===== config.mk =====
export PLATFORM = sky130hd
export DESIGN_NAME = ctl_reg_seq
export DESIGN_NICKNAME = d
export VERILOG_FILES = /design/src/rtl/ctl_reg_seq.sv
export SDC_FILE = /design/constraint.sdc
export NUM_CORES = 1
export LEC_CHECK = 0
export BUFFER_PORTS_ARGS = -buffer_cell sky130_fd_sc_hd__buf_2
export CAP_MARGIN = 40
export CORE_MARGIN = 4
export CORE_UTILIZATION = 35
export DETAILED_ROUTE_END_ITERATION = 7
export HOLD_SLACK_MARGIN = 0.03
export PLACE_DENSITY = 0.64
export SLEW_MARGIN = 0
export SYNTH_ARGS = -nofsm -noshare
export SYNTH_HDL_FRONTEND = slang
export SYNTH_SLANG_ARGS = --single-unit
export TNS_END_PERCENT = 1

===== constraint.sdc =====
create_clock -name clk -period 3.2 [get_ports clk]
set_input_delay 0.16 -clock clk [delete_from_list [all_inputs] [get_ports clk]]
set_output_delay 0.16 -clock clk [all_outputs]
set_load 0.01 [all_outputs]

===== src/rtl/ctl_reg_seq.sv =====
module ctl_reg_seq #(
  parameter int unsigned AW = 8,
  parameter logic [AW-1:0] CTRL_ADDR = '1,
  parameter logic [AW-1:0] PROT_BASE = {2'b11, {(AW-2){1'b0}}},
  parameter int unsigned BUSY_CYC = 1000
) (
  input  logic          clk,
  input  logic          rst_n,
  input  logic          wr_begin,
  input  logic [AW-1:0] wr_addr,
  input  logic          wr_byte_valid,
  input  logic [7:0]    wr_byte,
  input  logic          wr_end,
  input  logic          rd_req,
  output logic          ack_valid,
  output logic          ack_ok,
  output logic          rd_valid,
  output logic [7:0]    rd_data,
  output logic          busy,
  output logic [1:0]    wd_sel,
  output logic          bp,
  output logic [1:0]    pup_sel
);
  localparam int CW = $clog2(BUSY_CYC + 1);
  localparam logic [CW-1:0] BUSY_LOAD = CW'(BUSY_CYC);

  typedef enum logic [2:0] {OP_NONE, OP_SET_WE, OP_CLR_WE, OP_ARM, OP_COMMIT, OP_REARM} op_t;

  logic          we_q, arm_q;
  logic [CW-1:0] busy_cnt;
  logic          to_ctrl, to_prot, seen;
  op_t           op_q, op_now;
  logic [7:0]    cmd_q;
  logic          byte_ack;

  function automatic op_t decode(input logic [7:0] d, input logic we, input logic arm);
    if (we && arm && !d[3] && d[1]) return d[2] ? OP_REARM : OP_COMMIT;
    if (d == 8'h02)                 return OP_SET_WE;
    if (d == 8'h00)                 return OP_CLR_WE;
    if (d == 8'h06 && we)           return OP_ARM;
    return OP_NONE;
  endfunction

  assign busy   = busy_cnt != '0;
  assign op_now = decode(wr_byte, we_q, arm_q);
  assign byte_ack = !busy && (to_ctrl ? (!seen && op_now != OP_NONE)
                                      : (we_q && !(to_prot && bp)));

  always_ff @(posedge clk or negedge rst_n) begin
    if (!rst_n) begin
      to_ctrl <= 1'b0;
      to_prot <= 1'b0;
      seen    <= 1'b0;
      op_q    <= OP_NONE;
      cmd_q   <= '0;
    end else if (wr_begin) begin
      to_ctrl <= wr_addr == CTRL_ADDR;
      to_prot <= wr_addr >= PROT_BASE && wr_addr != CTRL_ADDR;
      seen    <= 1'b0;
      op_q    <= OP_NONE;
    end else if (wr_byte_valid && to_ctrl) begin
      seen  <= 1'b1;
      op_q  <= byte_ack ? op_now : OP_NONE;
      cmd_q <= wr_byte;
    end else if (wr_end) begin
      op_q <= OP_NONE;
    end
  end

  always_ff @(posedge clk or negedge rst_n) begin
    if (!rst_n) begin
      ack_valid <= 1'b0;
      ack_ok    <= 1'b0;
      rd_valid  <= 1'b0;
      rd_data   <= '0;
    end else begin
      ack_valid <= wr_byte_valid;
      ack_ok    <= wr_byte_valid && byte_ack;
      rd_valid  <= rd_req;
      if (rd_req) rd_data <= {pup_sel[1], wd_sel, bp, 1'b0, arm_q, we_q, pup_sel[0]};
    end
  end

  always_ff @(posedge clk or negedge rst_n) begin
    if (!rst_n) begin
      we_q     <= 1'b0;
      arm_q    <= 1'b0;
      wd_sel   <= 2'b11;
      bp       <= 1'b0;
      pup_sel  <= 2'b01;
      busy_cnt <= '0;
    end else begin
      if (busy) busy_cnt <= busy_cnt - 1'b1;
      if (wr_byte_valid && !to_ctrl && to_prot && bp) arm_q <= 1'b0;
      if (wr_end && to_ctrl && !busy) begin
        unique case (op_q)
          OP_SET_WE: we_q <= 1'b1;
          OP_CLR_WE: we_q <= 1'b0;
          OP_ARM:    arm_q <= 1'b1;
          OP_REARM:  arm_q <= 1'b1;
          OP_COMMIT: begin
            arm_q    <= 1'b0;
            wd_sel   <= cmd_q[6:5];
            bp       <= cmd_q[4];
            pup_sel  <= {cmd_q[7], cmd_q[0]};
            busy_cnt <= BUSY_LOAD;
          end
          default: ;
        endcase
      end
    end
  end
endmodule


==> flow_summary.yaml <==
outcome:
  status: "complete, no violations"
floorplanning:
  core_um2: 4790
  die_h_um: 78.9
  die_area_um2: 6230
  start_util_pct: 36.8
  top_level_ports: 39
  chipWidth_um: 78.9
  rows: 25
clock_tree:
  clk_latency_ps: 290
  cts_resized: 0
  cts_buffers: 5
  cts_setup_buffers: 0
  holdBufCountCts: 1
  htree_levels: 2
  clk_pin_slew_ps: 80
  cts_buffer_depth: 2
  cts_tree: "built"
  cts_root_buf: "clkbuf_8"
  clock_sink_count: 38
placement:
  dp_hpwl_um: 2660
  dpl_cell_area_um2: 2010
  place.gp.congestion: 0.767
  pre_cts_ws_ps: 764
  portBuffers: 37
  dp_cells: 253
grt:
  grt_pass1_vias: 1321
  grt_use_total_pct: 12.6
  grt_max_degree: 31
  overflow: 0
  grt_antenna_before_repair: 0
  grt_pass1_wl_um: 6130
final_layout:
  area_growth_pct: 22.8
  multi_input_area_um2: 741
  drive_gt1_share_pct: 36.4
  antenna_cells: 0
  nFillCells: 458
  instances_no_fill: 262
  design_area_um2: 2160
  finalNetCount: 217
  post-route-util_pct: 45.2
  sequential_cell_area_um2: 955
sta:
  hold_slack_ps: 52.6
  setup_ws_ps: 727
  hold_viol: 0
  worstMarginPinSlew_ps: 560
  timing.final.crit_share_pct: 77.3
  relSlewSlack_pct: 62.3
  rsz0062_at_grt: "no"
  slew_violations: 0
  fin_skew_ps: 7.78
  fin_tns_setup_ps: 0
  setup-violations-final: 0
  clock.fmax_mhz: 404
  fin_crit_ps: 2470
run:
  maxCapViolCount: 0
synth:
  synth_warnings: 0
  synth_cells: 155
  synth.top_cell.area_share_pct: 49.7
  syn_avg_cell_area_um2: 11.4
  synth_edf_count: 0
  synthFlopType: "dfrtp_1"
  ys_seq_area_share_pct: 54.2
  synth_cell_types: 41
  ys_top_cells_by_count: "dfrtp_1, mux2_2, nand2_1"
  synth_nets: 178
  synth_top_cell_by_area: "dfrtp_1"
  yosysMostFrequentCell: "dfrtp_1"
  synth-seq-cells: 38
  syn_area_um2: 1760
  ys_top_cells_by_area: "dfrtp_1, mux2_2, dfstp_2, nand2_1, o21ai_0"
  synth-async-reset-ratio_pct: 100
worst_setup_path:
  worstSetupEndpointType: "primary output"
  slowest_stage: "or4b_1"
  crit_required_ps: 3040
  crit_chain: "inv_1 > ha_1 > or4b_1 > nor3_4 > inv_2 > buf_2"
  slowest_delay_ps: 590
  worstSetupPathType: "reg -> out"
  rrSetupSlack_ps: 760
  start_kind: "flop"
  crit_family: "simple AND/OR/NAND/NOR gates"
  arrival_ps: 2310
  cp_max_fo: 10
  critPathBufInv: 3
detailed_routing:
  vias: 1334
  vias_per_cell: 5.09
  wire_per_inst_um: 13.5
  drtIter0Drc: 73
  route.detailed.drc: 0
  postRouteWirelength_um: 3530
  antenna_left: 0
  firstDrtPassIters: 5
min_path:
  hold_path.class: "in -> reg"
pwr:
  peakVddDrop_mv: 0.271
  power.density_nw_per_um2: 476
  leakagePower_nw: 1.03
  finalPower_mw: 1.03
-- where the power goes --
group | leakage, nW | switching (mW) | internal (mW)
logic | 0.483 | 0.0247 | 0.0188
clock network | 0.0714 | 0.166 | 0.332
registers | 0.473 | 0.00209 | 0.484
total | 1.03 | 0.193 | 0.836
-- kinds of logic after synthesis --
family	Yosys count	share of synthesized area, %
AND/OR/NAND/NOR	54	17.5
flip-flops	38	54.2
AO/OA/AOI/OAI	25	9.23
multiplexers	21	13.8
buffers and inverters	14	3.76
adder cells (fa/ha/maj)	1	0.710
other	1	0.213
XOR/XNOR	1	0.497
-- routing by layer --
layer	vias to the layer above	routed length (um)	share of wire, %	track usage [%]
li1	642	-	-	-
met1	648	1760	50	17.5
met2	40	1520	43	18.9
met3	4	233	6.6	3.51
met4	0	19	0.54	4.12
met5	-	0	0	0
-- sequential cells by signal, summed over array words and instances, names as in the netlist, 2 cells and up --
| signal | cells |
|---|---|
| pup_sel | 2 |
| cmd_q | 5 |
| busy_cnt | 10 |
| op_q | 3 |
| wd_sel | 2 |
| rd_data | 7 |
-- placed cells by master, fill, tap and decap left out, types with 3 or more instances in the layout --
cell and count:
mux2i_1 3, dfrtp_1 35, o21ai_0 9, buf_2 37, a31oi_1 4, or4_1 5
dfstp_2 3, and2_1 3, nand2_1 14, nor2_1 8, inv_1 6, mux2_2 15
nor3_1 4, mux2_4 3, clkbuf_8 6, nand3_1 6
-- layout make-up --
| cell class | count | share of cell area [%] |
|---|---|---|
| clock buffer | 6 | 3.82 |
| clock inverter | 2 | 2.78 |
| inverter | 7 | 1.21 |
| multi-input combinational | 103 | 34.2 |
| sequential | 38 | 44.1 |
| tap | 67 | 3.88 |
| timing repair buffer | 39 | 9.95 |
-- worst register-to-register path, cell delays in order (launching register included) --
cell and delay [ps]:
dfrtp_1 410, inv_1 70, ha_1 190, or4b_1 590, nor3_4 470, nand3_4 270, mux2_2 330
-- path summary, 6_finish.rpt --
path                          startpoint          end  cells after the start
min reg2reg                  busy_cnt[4]  busy_cnt[4]                      2
min in group asynchronous          rst_n      op_q[2]                      2
max                          busy_cnt[0]         busy                      6
max reg2reg                  busy_cnt[0]   pup_sel[1]                      6
min                        wr_byte_valid    ack_valid                      1
max in group asynchronous          rst_n    wd_sel[1]                      3
No activity file was read; power rests on OpenSTA's default activity.
